===== config.mk =====
export PLATFORM = sky130hd
export DESIGN_NAME = i2cseq_top
export DESIGN_NICKNAME = d
export VERILOG_FILES = /design/src/rtl/i2cseq_pkg.sv /design/src/rtl/i2cseq_timer.sv /design/src/rtl/i2cseq_regsel.sv /design/src/rtl/i2cseq_top.sv
export SDC_FILE = /design/constraint.sdc
export NUM_CORES = 1
export LEC_CHECK = 0
export CELL_PAD_IN_SITES_DETAIL_PLACEMENT = 1
export CELL_PAD_IN_SITES_GLOBAL_PLACEMENT = 1
export CORE_MARGIN = 2
export CORE_UTILIZATION = 37
export DETAILED_ROUTE_END_ITERATION = 10
export GPL_TIMING_DRIVEN = 0
export PLACE_DENSITY_LB_ADDON = 0.1
export SYNTH_ARGS = -nofsm -noshare
export SYNTH_HDL_FRONTEND = slang
export SYNTH_SLANG_ARGS = --single-unit

===== constraint.sdc =====
create_clock -name clk -period 3.27 [get_ports clk]
set_clock_uncertainty 0.05 [all_clocks]
set_input_delay 0.654 -clock clk [delete_from_list [all_inputs] [get_ports clk]]
set_output_delay 0.654 -clock clk [all_outputs]
set_load 0.01 [all_outputs]

===== src/rtl/i2cseq_pkg.sv =====
package i2cseq_pkg;

    typedef enum logic [2:0] {
        RES_OK   = 3'd0,
        RES_FAIL = 3'd1,
        RES_NACK = 3'd2,
        RES_LOST = 3'd3,
        RES_TOUT = 3'd4
    } res_e;

    typedef enum logic [2:0] {
        OP_START_TX = 3'd0,
        OP_START_RX = 3'd1,
        OP_TX       = 3'd2,
        OP_RX       = 3'd3,
        OP_STOP     = 3'd4
    } op_e;

    typedef enum logic [2:0] {
        S_IDLE,
        S_BUSYWAIT,
        S_ISSUE,
        S_WAIT,
        S_STOP,
        S_FINISH
    } st_e;

    typedef enum logic [1:0] {
        PH_DEV,
        PH_REG,
        PH_REDEV,
        PH_DATA
    } ph_e;

    function automatic logic [7:0] dev_byte(input logic [6:0] dev, input logic rnw);
        return {dev, rnw};
    endfunction

endpackage


===== src/rtl/i2cseq_timer.sv =====
module i2cseq_timer #(
    parameter int LIMIT = 1000,
    localparam int TW = $clog2(LIMIT + 1)
) (
    input  logic clk,
    input  logic rst,
    input  logic run,
    output logic expired
);
    logic [TW-1:0] cnt;

    always_ff @(posedge clk) begin
        if (rst || !run) begin
            cnt <= '0;
        end else if (cnt != TW'(LIMIT)) begin
            cnt <= cnt + 1'b1;
        end
    end

    assign expired = run && (cnt == TW'(LIMIT));
endmodule


===== src/rtl/i2cseq_regsel.sv =====
module i2cseq_regsel #(
    parameter int MAX_ALEN = 4,
    localparam int ALEN_W = $clog2(MAX_ALEN + 1)
) (
    input  logic [8*MAX_ALEN-1:0] regaddr,
    input  logic [ALEN_W-1:0]     alen,
    input  logic [ALEN_W-1:0]     idx,
    output logic [7:0]            sel_byte
);
    logic [7:0]        lane [MAX_ALEN];
    logic [ALEN_W-1:0] pick;

    for (genvar g = 0; g < MAX_ALEN; g++) begin : g_lane
        assign lane[g] = regaddr[g*8 +: 8];
    end

    assign pick = alen - idx - 1'b1;

    always_comb begin
        sel_byte = 8'h00;
        for (int i = 0; i < MAX_ALEN; i++) begin
            if (pick == ALEN_W'(i)) sel_byte = lane[i];
        end
    end
endmodule


===== src/rtl/i2cseq_top.sv =====
module i2cseq_top
    import i2cseq_pkg::*;
#(
    parameter int LEN_W      = 8,
    parameter int MAX_ALEN   = 4,
    parameter int TMO_CYCLES = 1000,
    localparam int ALEN_W    = $clog2(MAX_ALEN + 1)
) (
    input  logic                  clk,
    input  logic                  rst,
    input  logic                  cmd_valid,
    output logic                  cmd_ready,
    input  logic                  cmd_read,
    input  logic [6:0]            cmd_dev,
    input  logic [ALEN_W-1:0]     cmd_alen,
    input  logic [8*MAX_ALEN-1:0] cmd_regaddr,
    input  logic [LEN_W-1:0]      cmd_len,
    input  logic [7:0]            wr_byte,
    output logic                  wr_pop,
    output logic [7:0]            rd_data,
    output logic                  rd_valid,
    input  logic                  bus_busy,
    output logic                  eng_go,
    output logic [2:0]            eng_op,
    output logic [7:0]            eng_byte,
    output logic                  eng_last,
    input  logic                  eng_done,
    input  logic                  eng_nack,
    input  logic                  eng_lost,
    input  logic [7:0]            eng_rbyte,
    output logic                  done,
    output logic [2:0]            result
);
    st_e                   st;
    ph_e                   ph;
    res_e                  res;
    logic                  req_rd;
    logic [6:0]            req_dev;
    logic [ALEN_W-1:0]     req_alen;
    logic [8*MAX_ALEN-1:0] req_raddr;
    logic [LEN_W-1:0]      req_len;
    logic [ALEN_W-1:0]     idx;
    logic [LEN_W-1:0]      dcnt;
    logic                  tmo;
    logic                  run_tmr;
    logic [7:0]            reg_byte;
    logic                  rx_only;
    logic                  last_data;
    logic                  last_reg;
    logic                  nack_is_err;

    assign run_tmr     = (st == S_BUSYWAIT) || (st == S_WAIT);
    assign rx_only     = req_rd && (req_alen == '0);
    assign last_data   = (dcnt == req_len - 1'b1);
    assign last_reg    = (idx == req_alen - 1'b1);
    assign nack_is_err = !((ph == PH_DATA) && req_rd);

    i2cseq_timer #(.LIMIT(TMO_CYCLES)) u_tmr (
        .clk     (clk),
        .rst     (rst),
        .run     (run_tmr),
        .expired (tmo)
    );

    i2cseq_regsel #(.MAX_ALEN(MAX_ALEN)) u_rsel (
        .regaddr  (req_raddr),
        .alen     (req_alen),
        .idx      (idx),
        .sel_byte (reg_byte)
    );

    // Operation presented to the byte engine
    always_comb begin
        eng_go   = 1'b0;
        eng_op   = OP_TX;
        eng_byte = 8'h00;
        eng_last = 1'b0;
        wr_pop   = 1'b0;
        if (st == S_ISSUE) begin
            eng_go = 1'b1;
            unique case (ph)
                PH_DEV: begin
                    eng_op   = rx_only ? OP_START_RX : OP_START_TX;
                    eng_byte = dev_byte(req_dev, rx_only);
                end
                PH_REG: begin
                    eng_op   = OP_TX;
                    eng_byte = reg_byte;
                end
                PH_REDEV: begin
                    eng_op   = OP_START_RX;
                    eng_byte = dev_byte(req_dev, 1'b1);
                end
                PH_DATA: begin
                    if (req_rd) begin
                        eng_op   = OP_RX;
                        eng_last = last_data;
                    end else begin
                        eng_op   = OP_TX;
                        eng_byte = wr_byte;
                        wr_pop   = 1'b1;
                    end
                end
                default: ;
            endcase
        end else if (st == S_STOP) begin
            eng_go = 1'b1;
            eng_op = OP_STOP;
        end
    end

    assign cmd_ready = (st == S_IDLE);
    assign done      = (st == S_FINISH);
    assign result    = res;

    always_ff @(posedge clk) begin
        if (rst) begin
            st        <= S_IDLE;
            ph        <= PH_DEV;
            res       <= RES_OK;
            req_rd    <= 1'b0;
            req_dev   <= '0;
            req_alen  <= '0;
            req_raddr <= '0;
            req_len   <= '0;
            idx       <= '0;
            dcnt      <= '0;
            rd_valid  <= 1'b0;
            rd_data   <= 8'h00;
        end else begin
            rd_valid <= 1'b0;
            unique case (st)
                S_IDLE: begin
                    if (cmd_valid) begin
                        req_rd    <= cmd_read;
                        req_dev   <= cmd_dev;
                        req_alen  <= cmd_alen;
                        req_raddr <= cmd_regaddr;
                        req_len   <= cmd_len;
                        idx       <= '0;
                        dcnt      <= '0;
                        ph        <= PH_DEV;
                        if (cmd_len == '0 || cmd_alen > ALEN_W'(MAX_ALEN)) begin
                            res <= RES_FAIL;
                            st  <= S_FINISH;
                        end else begin
                            res <= RES_OK;
                            st  <= S_BUSYWAIT;
                        end
                    end
                end
                S_BUSYWAIT: begin
                    if (!bus_busy) begin
                        st <= S_ISSUE;
                    end else if (tmo) begin
                        res <= RES_TOUT;
                        st  <= S_FINISH;
                    end
                end
                S_ISSUE: begin
                    st <= S_WAIT;
                end
                S_WAIT: begin
                    if (eng_done) begin
                        if (eng_lost) begin
                            res <= RES_LOST;
                            st  <= S_STOP;
                        end else if (eng_nack && nack_is_err) begin
                            res <= RES_NACK;
                            st  <= S_STOP;
                        end else begin
                            st <= S_ISSUE;
                            unique case (ph)
                                PH_DEV: begin
                                    ph <= (req_alen != '0) ? PH_REG : PH_DATA;
                                end
                                PH_REG: begin
                                    if (last_reg) begin
                                        ph <= req_rd ? PH_REDEV : PH_DATA;
                                    end else begin
                                        idx <= idx + 1'b1;
                                    end
                                end
                                PH_REDEV: begin
                                    ph <= PH_DATA;
                                end
                                PH_DATA: begin
                                    if (req_rd) begin
                                        rd_valid <= 1'b1;
                                        rd_data  <= eng_rbyte;
                                    end
                                    if (last_data) begin
                                        res <= RES_OK;
                                        st  <= S_STOP;
                                    end else begin
                                        dcnt <= dcnt + 1'b1;
                                    end
                                end
                                default: ;
                            endcase
                        end
                    end else if (tmo) begin
                        res <= RES_TOUT;
                        st  <= S_STOP;
                    end
                end
                S_STOP: begin
                    st <= S_FINISH;
                end
                S_FINISH: begin
                    st <= S_IDLE;
                end
                default: st <= S_IDLE;
            endcase
        end
    end
endmodule


# Word level (Yosys, flattened, before mapping)
# Index checks and enable logic that the tools add are counted.
[classes]
add_sub_neg = 7
mul = 0
div_mod_pow = 0
n_lt_le_gt_ge = 1
eq_ne = 30
shifts = 0
muxes = 65
bitwise = 5
reduce_logical = 25
[op_table]
columns = ["cell", "n"]
rows = [
  ["$mux 8", 12],
  ["$mux 3", 26],
  ["$pmux 8 s4", 1],
  ["$reduce_and 7->1", 3],
  ["$pmux 8 s2", 1],
  ["$pmux 3 s5", 1],
  ["$ne 2x2->1 const B", 7],
  ["$mux 1", 13],
  ["$eq 3x2->1 const B", 4],
  ["$mux 2", 6],
  ["$pmux 3 s4", 1],
  ["$add 10x1->10 const B", 1],
  ["$eq 10x10->1 const B", 1],
  ["$ne 10x10->1 const B", 1],
  ["$logic_not 3->1", 3],
  ["$ne 3x3->1 const B", 3],
  ["$pmux 3 s3", 1],
  ["$add 8x1->8 const B", 1],
  ["$eq 8x8->1", 1],
  ["$logic_not 8->1", 1],
  ["$sub 8x1->8 const B", 1],
  ["$eq 3x1->1 const B", 2],
  ["$eq 3x3->1 const B", 2],
  ["$pmux 2 s3", 1],
  ["other kinds (25)", 39],
]
[word_totals]
reg_bits = 89
latchBits = 0
ram_bits = 0
mem_bits_ro = 0
in_bits = 74
elab_cells = 146
n_memories = 0

# Longest topological paths before layout
[logic_depth]
depth_word = 9
mapped_depth = 11
mapped_depth_nobuf = 10

# Modules after synthesis
# From an unflattened synthesis, not the netlist that was laid out.
[unflattened]
hier_cells = 591
area_unflattened_um2 = 4730.8
[by_module_without_submodules]
columns = ["module", "n_inst", "cells_each", "area_per_inst_um2"]
rows = [
  ["i2cseq_top", 1, 511, 3917.5],
  ["i2cseq_timer", 1, 57, 504.2],
  ["i2cseq_regsel", 1, 23, 309.0],
]

# Least setup slack after synthesis
# Ideal clock, no wire load.
[synth_path]
kind = "register -> output"
start = "reg idx[0]"
end = "out eng_byte[1]"
arrival_ns = 2.372
t_required_ns = 2.566
path_slack_ns = 0.194
stages_incl_launch_ff = 12
cell_sequence = "dfxtp_1 > inv_1 > ha_1 > inv_1 > fa_1 > buf_1 > inv_1 > nor3_2 > a22o_1 > o21ai_0 > a21o_1 > a21oi_1"
[synth_between]
elab_chain_cells = 9
word_cells_on_any_way = 12
[synth_lines]
columns = ["element", "line", "rtl"]
rows = [
  ["start, declared", "i2cseq_top.sv:42", "logic [ALEN_W-1:0] idx;"],
  ["start signal, assigned", "i2cseq_top.sv:181", "idx <= idx + 1'b1;"],
  ["$sub 3x3->3 (*)", "i2cseq_regsel.sv:17", "assign pick = alen - idx - 1'b1;"],
  ["$sub 3x1->3 (*)", "i2cseq_regsel.sv:17", ""],
  ["$logic_not 3->1", "i2cseq_regsel.sv:22", "if (pick == ALEN_W'(i)) sel_byte = lane[i];"],
  ["$mux 8 (3 in a row)", "i2cseq_regsel.sv:22", ""],
  ["$mux 8 (*)", "i2cseq_regsel.sv:22", ""],
  ["$pmux 8 s4 (*)", "i2cseq_top.sv:81", "unique case (ph)"],
  ["$mux 8 (*)", "i2cseq_top.sv:79", "if (st == S_ISSUE) begin"],
  ["end, declared", "i2cseq_top.sv:25", "output logic [7:0] eng_byte,"],
]
# Every way passes the cells marked *; elsewhere a longest branch is shown, timed or not.

# Final worst setup path
[layout_path]
start = "reg idx[0]"
end = "out eng_byte[6]"
# Same word-level chain as after synthesis.

==> flow_metrics.env <==
export IMPL_slew_headroom=0.569
export IMPL_ys_seq_area_frac=0.382
export IMPL_ys_seq_elements=89
export IMPL_coreArea_sq_mm=0.0125
export IMPL_first_pass_iters=4
export IMPL_worstPathRequired_ns=2.57
export IMPL_finalHoldViolations=0
export IMPL_path_max_fanout=8
export IMPL_p_per_area_mw_per_mm2=569
export IMPL_path_delay_family="compound AO/OA/AOI/OAI gates"
export IMPL_worstPathBufferInverterCount=4
export IMPL_post_place_ws_ns=-0.829
export IMPL_cts_tree="yes"
export IMPL_clock_sinks=89
export IMPL_avgSynthCellArea_sq_um=7.89
export IMPL_synth_area_sq_mm=0.00466
export IMPL_die_h_um=116
export IMPL_clk_latency_ns=0.35
export IMPL_io_buffers=101
export IMPL_place_congestion=0.824
export IMPL_slew_viol_final=0
export IMPL_grt_setup_unrepaired="yes"
export IMPL_fin_crit_ns=3.41
export IMPL_status="complete, but fails checks"
export IMPL_critPathArrivalTime_ns=2.70
export IMPL_syn2layout_area_growth_pct=38.5
export IMPL_ys_warn_count=0
export IMPL_violations="setup timing"
export IMPL_syn_inst=591
export IMPL_placed_area_sq_mm=0.00589
export IMPL_drt_iter0_drc=217
export IMPL_die_area_sq_mm=0.0135
export IMPL_cp_common_cell="inv_2"
export IMPL_worstMarginPinSlew_ns=0.646
export IMPL_antenna_left=0
export IMPL_grt_pass1_vias=4752
export IMPL_synth_top_cell_area_share=0.382
export IMPL_path_clk_slew_ns=0.07
export IMPL_synth_area_leaders="dfxtp_1 (38%), nand2_1 (11%), a21oi_1 (8.1%)"
export IMPL_max_cap_violations=0
export IMPL_leakage_nw=2.34
export IMPL_synth_edff_count=0
export IMPL_viasPerCell=5.21
export IMPL_synthArstFlopShare=0
export IMPL_synthFlopType="dfxtp_1"
export IMPL_dieWidth_um=116
export IMPL_worstSetupEndpointType="primary output"
export IMPL_final_common_cell="nand2_1"
export IMPL_setup_violations=8
export IMPL_num_rows=41
export IMPL_h_tree_depth=3
export IMPL_start_util=0.374
export IMPL_drive_gt1_frac=0.124
export IMPL_wl_per_cell_um=17.3
export IMPL_synth_top_area_cell="dfxtp_1"
export IMPL_post_route_util=0.518
export IMPL_ys_types=59
export IMPL_antenna_cells=0
export IMPL_finalWirelength_um=15400
export IMPL_max_stage_delay_ns=0.34
export IMPL_hp_class="reg -> reg"
export IMPL_path_cells="inv_2, ha_4, inv_2, fa_2, xor3_2, nor3_4, buf_12, a22o_1, o21ai_0, a21o_1, a21oi_2, buf_2"
export IMPL_hpwl_um=11500
export IMPL_crit_type="reg -> out"
export IMPL_tns_ns=-0.886
export IMPL_grt_usage=0.234
export IMPL_setup_ws_ns=-0.136
export IMPL_num_vias=4641
export IMPL_layout_common_cells="nand2_1 (140), clkdlybuf4s50_1 (92), dfxtp_1 (86)"
export IMPL_grt_ovfl_total=0
export IMPL_ir_worst_vdd_mv=0.240
export IMPL_finalCritPeriodShare=1.04
export IMPL_fin_area_sq_mm=0.00646
export IMPL_synthesis_nets=678
export IMPL_grt_first_pass_wirelength_um=24100
export IMPL_final_nets=800
export IMPL_drc=0
export IMPL_fmax_ghz=0.294
export IMPL_cts_root_buf="clkbuf_16"
export IMPL_io_pin_count=102
export IMPL_antenna_found_initial=0
export IMPL_start_kind="flip-flop"
export IMPL_grt_max_degree=15
export IMPL_clockBufferDepth=2
export IMPL_cts_hold_buf=0
export IMPL_cp_slowest_cell="xor3_2"
export IMPL_cts_inserted_buffers=9
-- cell usage after synthesis (2+ instances only) --
master and number:
nand2_1 140, a21o_1 11, xnor2_1 11, mux2_2 2, a22o_1 7, o21ai_0 15
nand4_1 3, nor2b_1 8, a21oi_1 75, clkbuf_1 25, nor3_1 13, a211oi_1 2
nand2b_1 8, and3b_1 2, a31oi_1 3, nor4_1 7, xor2_1 6, nand3_1 13
a211o_1 2, inv_1 20, or4_1 5, nor3_4 2, or2_2 3, and3_1 4
nor2_1 28, a221o_1 4, buf_1 5, buf_2 3, a21oi_2 3, dfxtp_1 89
o31ai_1 5, nor3_2 2, o211ai_1 4, or3_1 5, mux2i_1 20, or3b_1 2
ha_1 12
-- final cells by class --
cell class	count	area (sq um)
well taps	172	215
repair buffers	112	1080
multi-input cells	447	2770
flip-flops and latches	89	1790
fillers	1505	6010
inverters	20	75.1
plain buffers	34	153
clock inverters	5	125
clock buffers	11	253
-- where the power goes --
group | total, W | internal [W] | leakage [nW] | switching [W]
Combinational | 0.00106 | 0.000445 | 1.43 | 0.000619
Sequential | 0.00129 | 0.00120 | 0.726 | 0.0000924
Clock | 0.00132 | 0.000865 | 0.186 | 0.000455
Total | 0.00367 | 0.00251 | 2.34 | 0.00117
-- final timing paths --
check / cells after the start / startpoint / slack [ns] / to
worst max-delay path: 12 / idx[0] / -0.14 / eng_byte[6]
worst min-delay path: 2 / req_raddr[16] / 0.41 / req_raddr[16]
worst max register to register: 9 / req_len[0] / 0.77 / result[1]
worst min register to register: 2 / req_raddr[16] / 0.41 / req_raddr[16]
-- state kept, by name, indices dropped and copies added (netlist names) --
| name | flops |
|---|---|
| st | 3 |
| rd_data | 8 |
| req_dev | 7 |
| req_raddr | 32 |
| rd_valid | 1 |
| ph | 2 |
| u_tmr.cnt | 10 |
| dcnt | 8 |
| req_rd | 1 |
| req_alen | 3 |
| result | 3 |
| idx | 3 |
| req_len | 8 |
-- worst min-delay path, stage by stage, from the launching register on --
cell and delay [ns]:
dfxtp_1 0.31, nand2_1 0.05, a21oi_1 0.05
-- logic make-up (layout without fill, tap and decap cells) --
| family | Yosys count | in the layout | synth area share |
|---|---|---|---|
| simple gates | 252 | 252 | 0.256 |
| compound gates | 141 | 141 | 0.189 |
| flops | 89 | 89 | 0.382 |
| buf+inv | 55 | 182 | 0.0475 |
| mux | 23 | 23 | 0.0510 |
| xor+xnor | 18 | 18 | 0.0370 |
| fa+ha+maj | 13 | 13 | 0.0365 |
-- per-stage QoR --
| step | hold WS [ns] | std cells | total power [W] |
|---|---|---|---|
| final | 0.408 | 890 | 0.00367 |
| after detailed placement | 0.399 | 864 | 0.00226 |
| after floorplan | 0.386 | 591 | 0.00190 |
| after CTS | 0.409 | 890 | 0.00368 |
| after global routing | 0.429 | 890 | 0.00386 |
| after global placement | 0.393 | 864 | 0.00223 |
-- what timing repair did --
item | 4_1_cts | 5_1_grt
gates cloned | 0 | 0
buffers inserted | 11 | 0
endpoints found under the hold margin | 0 | 0
setup endpoints to repair | 11 | 10
resized for setup | 70 | 8
pin swaps | 20 | 22
-- per-layer routing --
layer	wire (um)	global-route usage	part of all wire	up-vias
met3	588	0.0363	0.038	18
met4	270	0.0905	0.018	0
met1	6870	0.284	0.45	2243
met2	7680	0.416	0.50	95
met5	0	0	0	-
li1	-	-	-	2285
No activity file was read; power rests on OpenSTA's default activity.
